===== config.mk =====
export PLATFORM = sky130hd
export DESIGN_NAME = pcb_unit
export DESIGN_NICKNAME = d
export VERILOG_FILES = /design/src/rtl/pcb_pkg.sv /design/src/rtl/pcb_phase.sv /design/src/rtl/pcb_decode.sv /design/src/rtl/pcb_target.sv /design/src/rtl/pcb_unit.sv
export SDC_FILE = /design/constraint.sdc
export NUM_CORES = 1
export LEC_CHECK = 0
export BUFFER_PORTS_ARGS = -buffer_cell sky130_fd_sc_hd__buf_2
export CORE_MARGIN = 2
export CORE_UTILIZATION = 41
export CTS_CLUSTER_DIAMETER = 100
export DETAILED_ROUTE_END_ITERATION = 12
export GPL_ROUTABILITY_DRIVEN = 0
export PLACE_DENSITY = 0.72
export SKIP_CTS_REPAIR_TIMING = 1
export SLEW_MARGIN = 15
export SYNTH_ARGS = -nofsm -noshare
export SYNTH_HDL_FRONTEND = slang
export SYNTH_SLANG_ARGS = --single-unit
export TNS_END_PERCENT = 5

===== constraint.sdc =====
create_clock -name clk -period 3.8 [get_ports clk]
set_input_delay 0.57 -clock clk [delete_from_list [all_inputs] [get_ports clk]]
set_output_delay 0.57 -clock clk [all_outputs]
set_load 0.02 [all_outputs]

===== src/rtl/pcb_pkg.sv =====
package pcb_pkg;

    // Instruction classes that this block must tell apart (low four bits of the word)
    localparam logic [3:0] OPC_JMP  = 4'd3;
    localparam logic [3:0] OPC_LINK = 4'd4;
    localparam logic [3:0] OPC_RET  = 4'd5;
    localparam logic [3:0] OPC_BRZ  = 4'd6;
    localparam logic [3:0] OPC_BRN  = 4'd7;

    // Source the next address is taken from
    typedef enum logic [1:0] {
        FLOW_SEQ = 2'd0,
        FLOW_REL = 2'd1,
        FLOW_RET = 2'd2
    } pcb_flow_e;

endpackage


===== src/rtl/pcb_phase.sv =====
module pcb_phase (
    input  logic clk,
    input  logic rst,
    output logic exec_phase
);
    typedef struct packed {
        logic phase;
    } phase_st_t;

    phase_st_t st_d, st_q;

    always_comb begin
        st_d       = st_q;
        st_d.phase = ~st_q.phase;
        if (rst) begin
            st_d.phase = 1'b0;
        end
    end

    always_ff @(posedge clk) begin
        st_q <= st_d;
    end

    assign exec_phase = st_q.phase;
endmodule


===== src/rtl/pcb_decode.sv =====
module pcb_decode
    import pcb_pkg::*;
#(
    parameter int INSTR_W = 16,
    parameter int OP_W    = 4,
    parameter int SEL_W   = 4,
    parameter int OFF_W   = 8
) (
    input  logic [INSTR_W-1:0]   instr,
    input  logic [(1<<SEL_W)-1:0] cond,
    output pcb_flow_e            flow,
    output logic                 link_req,
    output logic [OFF_W-1:0]     offset
);
    localparam int SEL_LO = OP_W;
    localparam int SEL_HI = OP_W + SEL_W - 1;
    localparam int OFF_LO = INSTR_W - OFF_W;

    typedef struct packed {
        pcb_flow_e  flow;
        logic       link;
    } dec_t;

    logic [OP_W-1:0]  op;
    logic [SEL_W-1:0] sel;
    logic             cbit;
    dec_t             dec_d;

    assign op     = instr[OP_W-1:0];
    assign sel    = instr[SEL_HI:SEL_LO];
    assign offset = instr[INSTR_W-1:OFF_LO];
    assign cbit   = cond[sel];

    always_comb begin
        dec_d.flow = FLOW_SEQ;
        dec_d.link = 1'b0;
        unique case (op)
            OP_W'(OPC_JMP):  dec_d.flow = FLOW_REL;
            OP_W'(OPC_LINK): begin
                dec_d.flow = FLOW_REL;
                dec_d.link = 1'b1;
            end
            OP_W'(OPC_RET):  dec_d.flow = FLOW_RET;
            OP_W'(OPC_BRZ):  dec_d.flow = cbit ? FLOW_SEQ : FLOW_REL;
            OP_W'(OPC_BRN):  dec_d.flow = cbit ? FLOW_REL : FLOW_SEQ;
            default:         dec_d.flow = FLOW_SEQ;
        endcase
    end

    assign flow     = dec_d.flow;
    assign link_req = dec_d.link;
endmodule


===== src/rtl/pcb_target.sv =====
module pcb_target
    import pcb_pkg::*;
#(
    parameter int ADDR_W = 16,
    parameter int OFF_W  = 8
) (
    input  logic [ADDR_W-1:0] pc_cur,
    input  logic [ADDR_W-1:0] reg_val,
    input  logic [OFF_W-1:0]  offset,
    input  pcb_flow_e         flow,
    output logic [ADDR_W-1:0] target
);
    localparam int EXT_W = ADDR_W - OFF_W;

    logic [ADDR_W-1:0] off_x;

    generate
        if (EXT_W > 0) begin : g_ext
            assign off_x = {{EXT_W{offset[OFF_W-1]}}, offset};
        end else begin : g_trunc
            assign off_x = offset[ADDR_W-1:0];
        end
    endgenerate

    always_comb begin
        unique case (flow)
            FLOW_REL: target = pc_cur + off_x + ADDR_W'(1);
            FLOW_RET: target = reg_val + ADDR_W'(1);
            default:  target = pc_cur + ADDR_W'(1);
        endcase
    end
endmodule


===== src/rtl/pcb_unit.sv =====
module pcb_unit
    import pcb_pkg::*;
#(
    parameter int ADDR_W  = 16,
    parameter int INSTR_W = 16,
    parameter int OP_W    = 4,
    parameter int SEL_W   = 4,
    parameter int OFF_W   = 8,
    localparam int COND_W = 1 << SEL_W
) (
    input  logic               clk,
    input  logic               rst,
    input  logic               step,
    input  logic [INSTR_W-1:0] instr,
    input  logic [ADDR_W-1:0]  reg_val,
    input  logic [COND_W-1:0]  cond,
    output logic [ADDR_W-1:0]  pc,
    output logic [ADDR_W-1:0]  pc_next,
    output logic [ADDR_W-1:0]  link_val,
    output logic               link_we
);
    typedef struct packed {
        logic [ADDR_W-1:0] pc;
    } pc_st_t;

    pc_st_t            st_d, st_q;
    logic              exec_phase;
    pcb_flow_e         flow;
    logic              link_req;
    logic [OFF_W-1:0]  offset;
    logic [ADDR_W-1:0] target;
    logic              commit;

    pcb_phase u_phase (
        .clk        (clk),
        .rst        (rst),
        .exec_phase (exec_phase)
    );

    pcb_decode #(
        .INSTR_W (INSTR_W),
        .OP_W    (OP_W),
        .SEL_W   (SEL_W),
        .OFF_W   (OFF_W)
    ) u_decode (
        .instr    (instr),
        .cond     (cond),
        .flow     (flow),
        .link_req (link_req),
        .offset   (offset)
    );

    pcb_target #(
        .ADDR_W (ADDR_W),
        .OFF_W  (OFF_W)
    ) u_target (
        .pc_cur  (st_q.pc),
        .reg_val (reg_val),
        .offset  (offset),
        .flow    (flow),
        .target  (target)
    );

    assign commit = exec_phase & step;

    always_comb begin
        st_d = st_q;
        if (commit) begin
            st_d.pc = target;
        end
        if (rst) begin
            st_d.pc = '0;
        end
    end

    always_ff @(posedge clk) begin
        st_q <= st_d;
    end

    assign pc       = st_q.pc;
    assign pc_next  = target;
    assign link_val = st_q.pc;
    assign link_we  = commit & link_req & ~rst;
endmodule


# After elaboration in Yosys (flattened, before gate mapping)
# Index checks and enable logic that the tools add are counted.
dict set report word_totals {
  input_bits 51
  regBits 17
  out_inout_bits 49
}
dict set report op_classes {
  reduce_logical 1
  mux 7
  bitwise_logic 5
  eq_ne 7
  n_lt_le_gt_ge 1
  add_sub_neg 4
}
# op count
set op_table {}
lappend op_table {{16-bit by 1-bit adder with 16-bit output (second input constant)} 3}
lappend op_table {{16-bit one-hot mux with 2 select lines} 1}
lappend op_table {{16-bit adder} 1}
lappend op_table {{4-bit by 3-bit == test with 1-bit output (second input constant)} 4}
lappend op_table {{2-bit one-hot mux with 4 select lines} 1}
lappend op_table {{4-bit by 5-bit less-than comparator with 1-bit output (second input constant)} 1}
lappend op_table {{1-bit binary-select mux with 4-bit select} 1}
lappend op_table {{4-bit by 2-bit == test with 1-bit output (second input constant)} 1}
lappend op_table {{1-bit two-way mux} 4}
lappend op_table {{1-bit AND} 3}
lappend op_table {{2-bit by 1-bit == test with 1-bit output (second input constant)} 1}
lappend op_table {{2-bit == test (second input constant)} 1}
lappend op_table {{1-bit NOT} 2}
lappend op_table {{2-bit OR reduction} 1}

# Longest topological paths before layout
# Gate-level depths: netlist of run 1.
dict set report depth {
  word_depth 6
  mapped_depth 13
  depth_no_buf 10
}

# Cells and area by module
# From an unflattened synthesis of run 1, not the netlist that was laid out.
dict set report unflattened {
  cells_unflattened 334
  area_unflattened_um2 2675.1
}
# mod seq_area_each_um2 n_inst cells_each area_per_inst_um2
set modules_own_cells {}
lappend modules_own_cells {pcb_target 0.0 1 208 1452.6}
lappend modules_own_cells {pcb_unit 320.3 1 91 900.9}
lappend modules_own_cells {pcb_decode 0.0 1 33 297.8}
lappend modules_own_cells {pcb_phase 20.0 1 2 23.8}

# Worst setup path after synthesis of run 1
# OpenSTA, ideal clock, no wires.
dict set report synth_timing {
  kind {input to output}
  from {in instr[3]}
  to {out pc_next[10]}
  path_stages 13
  slack_ns 0.185
  t_arrival_ns 3.045
  path_cell_list {and4bb_2 buf_4 clkbuf_1 nand2_1 o21ai_0 ha_1 clkbuf_1 nand2_1 nor4_1 o22ai_1 xnor2_1 nor2_1 or2_2}
}
dict set report synth_via {
  elab_chain_len 5
}
# item line
set synth_rtl {}
lappend synth_rtl {{start: declaration} pcb_unit.sv:14} ;# input logic [INSTR_W-1:0] instr,
lappend synth_rtl {{4-bit by 2-bit == test with 1-bit output / 4-bit by 3-bit == test with 1-bit output (equally long branches)} pcb_decode.sv:37} ;# unique case (op)
lappend synth_rtl {{2-bit OR reduction (no line)} -}
lappend synth_rtl {{2-bit one-hot mux with 4 select lines *} pcb_decode.sv:37}
lappend synth_rtl {{2-bit == test / 2-bit by 1-bit == test with 1-bit output (equally long branches)} pcb_target.sv:26} ;# unique case (flow)
lappend synth_rtl {{16-bit one-hot mux with 2 select lines *} pcb_target.sv:26}
lappend synth_rtl {{end: declaration} pcb_unit.sv:18} ;# output logic [ADDR_W-1:0] pc_next,
# Every way passes the cells marked *; elsewhere a longest branch is shown, timed or not.

# Final worst setup path of run 1
dict set report layout_timing {
  from {in instr[1]}
  to {out pc_next[10]}
}
# The elaborated chain is that of the path after synthesis.

==> results of run 1 <==
-- power breakdown --
| part | internal (mW) | switching [mW] |
|---|---|---|
| Combinational | 0.164 | 0.241 |
| Clock | 0.0730 | 0.0757 |
| Sequential | 0.189 | 0.0252 |
| Total | 0.425 | 0.342 |
-- critical path: cells and delay by family --
family / cells / cell delay (ns)
compound gates: 2 / 0.27
simple gates: 6 / 1.36
buf+inv: 2 / 0.29
xor+xnor: 1 / 0.17
fa+ha+maj: 1 / 0.32
-- cell families after synthesis --
kind of cell	Yosys count	synth area share [%]
XOR/XNOR	21	6.37
AO/OA/AOI/OAI	108	26.9
flip-flops	17	11.8
adder cells (fa/ha/maj)	17	7.62
AND/OR/NAND/NOR	150	26.7
multiplexers	25	11.9
buffers and inverters	45	8.75
-- metal layers --
layer,up-vias,GRT usage (%),wire (µm),share of wire [%]
li1,1575,-,-,-
met5,-,0,0,0
met2,122,38.4,4380,49
met1,1518,31.3,4030,45
met3,4,2.92,533,5.9
met4,0,2.52,61,0.68
-- final timing paths --
path                            from            endpoint  slack [ns]  depth (start not counted)
hold / removal    u_phase.exec_phase  u_phase.exec_phase        0.43                          1
hold reg to reg   u_phase.exec_phase  u_phase.exec_phase        0.43                          1
setup reg to reg         link_val[0]        link_val[14]        1.07                         10
setup / recovery            instr[1]         pc_next[10]        0.25                         12
-- sequential cells by signal, summed over array words and instances (netlist names) --
name and count:
u_phase.exec_phase 1, link_val 16
-- cell usage after synthesis, types with 3 or more instances --
library cell and count:
a211o_1 4, a21o_1 6, a21oi_1 22, a311oi_1 3, and2_1 7, and3_1 6
and4_1 4, buf_4 18, clkbuf_1 12, dfxtp_1 17, ha_1 16, inv_1 11
mux2_2 4, mux2i_1 14, mux4_1 4, nand2_1 28, nand2b_1 3, nand3_1 16
nand3b_1 3, nand4_1 10, nor2_1 36, nor2b_1 3, nor3_1 17, nor3b_1 3
nor4_1 5, o211ai_1 4, o21a_1 12, o21ai_0 19, o21bai_1 3, o22ai_1 3
o31a_1 4, or3_1 3, xnor2_1 11, xor2_1 10
-- per-stage QoR --
step	power [mW]	hold slack, ns	std cells	area (µm²)
floorplan	0.501	0.408	383	2890
global placement	0.608	0.416	548	3320
detailed placement	0.616	0.423	548	3320
CTS	0.765	0.435	552	3370
global route	0.815	0.451	552	3370
finish	0.767	0.433	552	3370
-- area by class of cell --
type / count / area, µm²
clock buffers: 3 / 41.3
clock inverters: 1 / 5.00
fillers: 723 / 3420
inverters: 11 / 41.3
multi-input cells: 321 / 2300
flip-flops and latches: 17 / 340
well taps: 96 / 120
repair buffers: 103 / 526
==> results.yml, run 1 <==
run_status:
  status: "finished, final reports clean"
worst_setup_path:
  slowest_stage: "and4bb_2"
  cpMostUsedCell: "buf_2"
  worstSetupEndpointType: "primary output"
  critPathMaxStageDelay_ns: 0.41
  cp-start-kind: "input port"
  arrival_ns: 2.98
  critical_path_class: "input port to primary output"
  cp.required_ns: 3.23
  critical_path.cell_chain: "buf_2 -> and4bb_2 -> nand2_1 -> o21ai_0 -> ha_1 -> nand3_1 -> nor3_1 -> o22ai_1 -> xnor2_1 -> nor2_1 -> or2_2 -> buf_2"
  crit_fanout: 8
placement:
  pre_cts_slack_ns: 0.274
  port_buffers: 99
  dpl.hpwl_um: 7130
timing:
  slew_headroom_pct: 35.1
  min_period_over_period_pct: 93.5
  final_hold_viol_count: 0
  timing.fmax_mhz: 281
  skew_ns: 0.00248
  rsz0062_at_grt: "no"
  fin_setup_tns_ns: 0
  fin_ws_ns: 0.247
  setup_viol: 0
  tightest_slew_ns: 0.974
  drv_slew: 0
  period_needed_ns: 3.55
floorplanning:
  design.die.area_um2: 7730
  fp-row-count: 30
  io_pins: 100
  initial_core_util_pct: 42.5
  die-width_um: 87.9
  coreArea_um2: 6790
  die_h_um: 87.9
pwr:
  p_per_area_nw_per_um2: 228
  peakVddDrop_v: 0.000171
  p_leak_nw: 1.56
cells_and_area:
  final_common_cell: "buf_2"
  final_cell_mix: "99 x buf_2, 36 x nor2_1, 28 x nand2_1"
  final_util_pct: 49.6
  n_antenna_cell: 0
  final_nets: 525
  syn_to_final_growth_pct: 16.6
  drive_gt1_share_pct: 27.6
yosys:
  synthesis.nets: 451
  netlist_area_um2: 2890
  yosys.area.top_type: "dfxtp_1"
  synth_cell_types: 67
  synthTopCellsByArea: "dfxtp_1 12%, ha_1 6.9%, mux2i_1 4.9%"
  seq_area_frac_synth_pct: 11.8
  synth-seq-cells: 17
  synth_edf_count: 0
  ys_warn_count: 0
  synth_top_flop_cell: "dfxtp_1"
  syn-mean-instance-area_um2: 7.54
  syn-instance-count: 383
  synth_top_area_share_pct: 11.8
  async_flop_share_pct: 0
clock_tree:
  cts_htree_levels: 1
  tritoncts: "built"
  clockRootBuffer: "clkbuf_8"
  numClockSinks: 17
  clkLatencyLatePin_ns: 0.26
  clk_pin_slew_worst_paths_ns: 0.08
  cts_buffer_depth: 2
  cts_inserted_buffers: 3
worst_hold_path:
  holdCritPathClass: "flop to flop"
detailed_routing:
  post-route-drc-count: 0
  via_count: 3219
  wl_um: 9000
  vias_per_cell: 5.83
  drt.antenna.violating_nets: 0
  drt_iter0_drc: 203
  routedWlPerCell_um: 16.3
  drtPass1Iterations: 5
grt:
  grt_pass1_wl_um: 14000
  grt.overflow.total: 0
  grt_max_degree: 21
  gr-usage-all-layers_pct: 22.5
  antenna_found_initial: 0
  grt_pass1_vias: 2885
run:
  drv_cap: 0
Note: power is estimated with default switching activity, not from simulation.
==> run 2, diff against run 1 <==
CORE_MARGIN = not set   (was 2)
CTS_BUF_LIST = sky130_fd_sc_hd__clkbuf_4 sky130_fd_sc_hd__clkbuf_8   (was not set)
==> run 2 against run 1 <==
Wire length increased by 1.1%. Global-route usage increased by 1.5 points. Critical path type is now flop to primary output. Critical path depth decreased by 1. First-iteration DRC count increased by 8.9%. Via count increased by 2.5%. Critical endpoint is now pc_next[14].
==> results.yml, run 2 (same netlist as run 1, synthesis figures left out) <==
run_status:
  status: "finished, final reports clean"
placement:
  placed_cell_area_um2: 3320
  dpl.hpwl_um: 7020
  post-place-cells: 547
  port_buffers: 99
detailed_routing:
  wl_um: 9100
  drt_iter0_drc: 221
  routedWlPerCell_um: 16.5
  drtPass1Iterations: 5
  vias_per_cell: 5.99
  via_count: 3301
  drt.antenna.violating_nets: 0
  post-route-drc-count: 0
pwr:
  p_per_area_nw_per_um2: 229
  power_frac_seq_pct: 27.7
  p_comb_share_pct: 52.3
  p_leak_nw: 1.56
  netSwitchingPower_uw: 339
  sw_frac_of_total_pct: 43.8
  p_clk_share_pct: 20.0
  peakVddDrop_v: 0.000175
  internal_power_uw: 434
floorplanning:
  fp-row-count: 30
  design.die.area_um2: 7390
  die-width_um: 85.9
  coreArea_um2: 6790
  io_pins: 100
  die_h_um: 85.9
  initial_core_util_pct: 42.5
cells_and_area:
  drive_gt1_share_pct: 27.9
  stdcell_count: 551
  final_cell_mix: "99 x buf_2, 36 x nor2_1, 28 x nand2_1"
  final_nets: 524
  design_area_um2: 3370
  n_antenna_cell: 0
  syn_to_final_growth_pct: 16.7
  final_common_cell: "buf_2"
  largest_reg_flops: 16
timing:
  fin_setup_tns_ns: 0
  drv_slew: 0
  tightest_slew_ns: 0.998
  timing.fmax_mhz: 276
  rsz0062_at_grt: "no"
  period_needed_ns: 3.62
  skew_ns: 0.00532
  final_hold_viol_count: 0
  min_period_over_period_pct: 95.3
  setup_viol: 0
  slew_headroom_pct: 33.4
worst_setup_path:
  cp-start-kind: "flop"
  crit_family: "compound AO/OA/AOI/OAI gates"
  slowest_stage: "fa_1"
  critical_path_class: "flop to primary output"
  critPathMaxStageDelay_ns: 0.44
  critical_path.cell_chain: "inv_1 -> ha_1 -> inv_1 -> fa_1 -> a211oi_1 -> o21bai_1 -> o211a_1 -> o2111ai_1 -> a31o_2 -> o31ai_1 -> buf_2"
  cpMostUsedCell: "inv_1"
  arrival_ns: 3.05
  crit_start: "link_val[0]"
  cp.required_ns: 3.23
  crit_fanout: 7
  worstSetupEndpointType: "primary output"
  cp_num_buf_inv: 3
  reg2reg_from: "link_val[0]"
grt:
  grt_pass1_vias: 2993
  grt_max_degree: 22
  antenna_found_initial: 0
  gr-usage-all-layers_pct: 24.0
  grt_pass1_wl_um: 14200
  grt.overflow.total: 0
run:
  drv_cap: 0
worst_hold_path:
  hold_start: "u_phase.exec_phase"
  holdCritPathClass: "flop to flop"
clock_tree:
  clk_pin_slew_worst_paths_ns: 0.08
  clkLatencyLatePin_ns: 0.26
  cts_inserted_buffers: 3
  clockRootBuffer: "clkbuf_8"
  numClockSinks: 17
  cts_htree_levels: 1
  cts_buffer_depth: 2
  tritoncts: "built"
-- run 2: cell types whose count changed in the layout (fill, tap and decap cells not counted), sizes merged --
cell | before | now
clkbuf | 3 | 4
clkinv | 1 | 0
buf | 103 | 102
-- run 2: power groups by stage --
stage,clock [mW],sequential (mW),combinational [mW]
after global placement,0,0.217,0.390
after CTS,0.157,0.213,0.401
after global routing,0.166,0.216,0.439
after floorplan,0,0.220,0.281
final,0.155,0.214,0.405
after detailed placement,0,0.217,0.398
-- run 2: worst paths after layout --
kind / end / slack (ns) / cells after the start
setup / recovery: pc_next[14] / 0.18 / 11
hold / removal: u_phase.exec_phase / 0.44 / 1
setup reg to reg: link_val[14] / 0.96 / 10
hold reg to reg: u_phase.exec_phase / 0.44 / 1
-- run 2: per-stage QoR --
step	hold slack, ns	power [mW]	setup slack (ns)	utilization (%)
after floorplan	0.408	0.501	0.185	-
after global placement	0.415	0.607	0.267	48.8
after detailed placement	0.428	0.615	0.171	48.8
after CTS	0.440	0.771	0.109	49.5
after global routing	0.482	0.821	0.00427	49.6
final	0.439	0.773	0.179	49.6
-- run 2: layer usage --
layer | track usage [%] | up-vias | share of wire (%)
met5 | 0 | - | 0
met4 | 5.45 | 0 | 2.1
met3 | 2.98 | 18 | 6.1
li1 | - | 1583 | -
met1 | 31.8 | 1546 | 45
met2 | 41.5 | 154 | 47
-- run 2: layout make-up --
| cell class | instances | area [µm²] |
|---|---|---|
| fill | 697 | 3420 |
| sequential | 17 | 340 |
| tap | 96 | 120 |
| clock buffer | 4 | 48.8 |
| timing repair buffer | 102 | 518 |
| multi-input combinational | 321 | 2300 |
| inverter | 11 | 41.3 |
==> run 3, diff against run 2 <==
--- a/config.mk
+++ b/config.mk
@@ -6,4 +6,5 @@
 export NUM_CORES = 1
 export LEC_CHECK = 0
+export ABC_AREA = 1
 export BUFFER_PORTS_ARGS = -buffer_cell sky130_fd_sc_hd__buf_2
 export CORE_UTILIZATION = 41
@@ -12,5 +13,5 @@
 export DETAILED_ROUTE_END_ITERATION = 12
 export GPL_ROUTABILITY_DRIVEN = 0
-export PLACE_DENSITY = 0.72
+export PLACE_DENSITY = 0.71
 export SKIP_CTS_REPAIR_TIMING = 1
 export SLEW_MARGIN = 15
==> constraint.sdc (replaced) <==
create_clock -name clk -period 3.8 [get_ports clk]
set_input_delay 0.57 -clock clk [delete_from_list [all_inputs] [get_ports clk]]
set_output_delay 0.57 -clock clk [all_outputs]
set_load 0.1 [all_outputs]
==> run 3 against run 2 <==
Clock-buffer cell count unchanged. Via count grew 9.1%. Synthesized area grew 5.2%. Non-clock buffer count decreased by 1. The flow now finishes with violations (design-rule violations). Sequential cell count unchanged. Clock skew shrank 0.0022 ns. Wire length fell by 6.8%. Critical path depth is 3 higher. Sequential power shrank 2%. Clock power fell by 8%. Critical endpoint unchanged.
==> results.yml, run 3 <==
run_status:
  status: "finished with violations"
  failed_checks: "design-rule violations"
clock_tree:
  clk_pin_slew_worst_paths_ns: 0.07
  clockRootBuffer: "clkbuf_8"
  numClockSinks: 17
  tritoncts: "built"
  cts_htree_levels: 1
  clkLatencyLatePin_ns: 0.25
  cts_buffer_depth: 2
  cts_inserted_buffers: 3
grt:
  gr-usage-all-layers_pct: 22.6
  antenna_found_initial: 0
  grt_pass1_vias: 3233
  grt_pass1_wl_um: 14200
  grt_max_degree: 29
  grt.overflow.total: 0
detailed_routing:
  drt_iter0_drc: 258
  drtPass1Iterations: 9
  wl_um: 8480
  routedWlPerCell_um: 11.9
  drt.antenna.violating_nets: 0
  post-route-drc-count: 4
  via_count: 3602
  vias_per_cell: 5.04
cells_and_area:
  drive_gt1_share_pct: 22.4
  n_antenna_cell: 0
  final_common_cell: "nand2_1"
  final_nets: 685
  stdcell_count: 715
  syn_to_final_growth_pct: 15.6
  final_cell_mix: "204 x nand2_1, 98 x buf_2, 67 x nand3_1"
  nFillCells: 798
  largest_reg_flops: 16
yosys:
  yosys.area.top_type: "nand2_1"
  synth_edf_count: 0
  netlist_area_um2: 3040
  yosysMostFrequentCell: "nand2_1"
  async_flop_share_pct: 0
  synth-seq-cells: 17
  ys_warn_count: 0
  synth_top_flop_cell: "dfxtp_1"
  synthesis.nets: 608
  syn-instance-count: 540
  synth_top_area_share_pct: 25.2
  seq_area_frac_synth_pct: 11.2
  synth_cell_types: 33
  synthTopCellsByArea: "nand2_1 25%, dfxtp_1 11%, nand3_1 11%"
  syn-mean-instance-area_um2: 5.63
  synthTopCellsByCount: "204 x nand2_1, 67 x nand3_1, 60 x inv_1"
timing:
  fin_setup_tns_ns: 0
  setup_viol: 0
  timing.fmax_mhz: 303
  slew_headroom_pct: 65.1
  drv_slew: 0
  rsz0062_at_grt: "no"
  min_period_over_period_pct: 86.8
  tightest_slew_ns: 0.522
  skew_ns: 0.00307
  final_hold_viol_count: 0
  period_needed_ns: 3.30
worst_setup_path:
  critical_path_class: "input port to primary output"
  cp-start-kind: "input port"
  crit_fanout: 28
  reg2reg_from: "link_val[4]"
  cp.required_ns: 3.23
  worstSetupEndpointType: "primary output"
  crit_start: "instr[1]"
  arrival_ns: 2.73
pwr:
  p_clk_share_pct: 13.3
  sw_frac_of_total_pct: 60.2
  p_comb_share_pct: 67.1
  peakVddDrop_v: 0.000119
  internal_power_uw: 424
  power_frac_seq_pct: 19.6
  p_per_area_nw_per_um2: 303
  p_leak_nw: 2.09
  netSwitchingPower_uw: 642
run:
  drv_cap: 0
placement:
  post-place-cells: 711
  dpl.hpwl_um: 7060
  port_buffers: 99
floorplanning:
  die_h_um: 88.1
  coreArea_um2: 7210
  design.die.area_um2: 7760
  die-width_um: 88.1
  initial_core_util_pct: 42.1
  io_pins: 100
  fp-row-count: 31
worst_hold_path:
  holdCritPathClass: "flop to flop"
  hold_start: "u_phase.exec_phase"
run 3: changes by cell type after synthesis, moves of 10 or more:
cell      before  now
inv_1         11   60
o21ai_0       19    9
nor3_1        17    1
nand2_2        0   14
xnor2_1       11    0
mux2i_1       14    0
nand3_1       16   67
nand2_1       28  204
nand3b_1       3   13
o21a_1        12    0
run 3: power by group through the flow:
stage	sequential, mW	clock, mW	combinational (mW)
after floorplan	0.286	0	0.520
after CTS	0.209	0.146	0.713
after detailed placement	0.213	0	0.710
final	0.209	0.142	0.716
after global routing	0.211	0.153	0.769
after global placement	0.212	0	0.708
run 3: metrics by stage:
step,utilization (%),setup slack (ns),hold slack (ns),power [mW],area [µm²]
floorplan,-,0.314,0.393,0.807,3040
global placement,48.0,0.576,0.400,0.920,3470
detailed placement,48.0,0.520,0.402,0.923,3470
CTS,48.7,0.521,0.412,1.07,3510
global route,48.7,0.306,0.462,1.13,3510
finish,48.7,0.502,0.413,1.07,3510
run 3: cell type report:
class / count / area, µm² / share of cell area (%)
multi-input combinational: 429 / 2230 / 63.5
tap: 99 / 124 / 3.52
sequential: 17 / 340 / 9.68
inverter: 65 / 244 / 6.94
clock buffer: 4 / 48.8 / 1.39
timing repair buffer: 101 / 526 / 15.0
run 3: worst paths after layout:
| path | end | slack, ns | depth (start not counted) |
|---|---|---|---|
| min | u_phase.exec_phase | 0.41 | 1 |
| max | pc_next[14] | 0.50 | 14 |
| min reg2reg | u_phase.exec_phase | 0.41 | 1 |
| max reg2reg | link_val[13] | 1.63 | 12 |
run 3: logic make-up (layout without fill, tap and decap cells):
| family | Yosys count | after routing | synth area share (%) |
|---|---|---|---|
| simple gates | 352 | 352 | 53.9 |
| buf+inv | 94 | 170 | 15.4 |
| compound gates | 45 | 45 | 7.94 |
| fa+ha+maj | 17 | 17 | 7.24 |
| flops | 17 | 17 | 11.2 |
| xor+xnor | 15 | 15 | 4.32 |
run 3: critical path: stages:
cell	delay [ns]
buf_2	0.15
nor2_8	0.36
nand2_8	0.19
nand2_1	0.11
nand2_1	0.11
ha_1	0.28
nand3_4	0.14
nor2_2	0.06
nand3_1	0.07
nand2_1	0.05
nand2_1	0.05
nand2_1	0.07
nand2_1	0.09
buf_2	0.43
run 3: routing by layer:
layer / track usage [%] / wire [µm] / vias to the layer above
li1: - / - / 1864
met1: 30.2 / 3890 / 1581
met2: 38.8 / 3910 / 143
met3: 1.89 / 518 / 14
met4: 6.01 / 163 / 0
met5: 0 / 0 / -
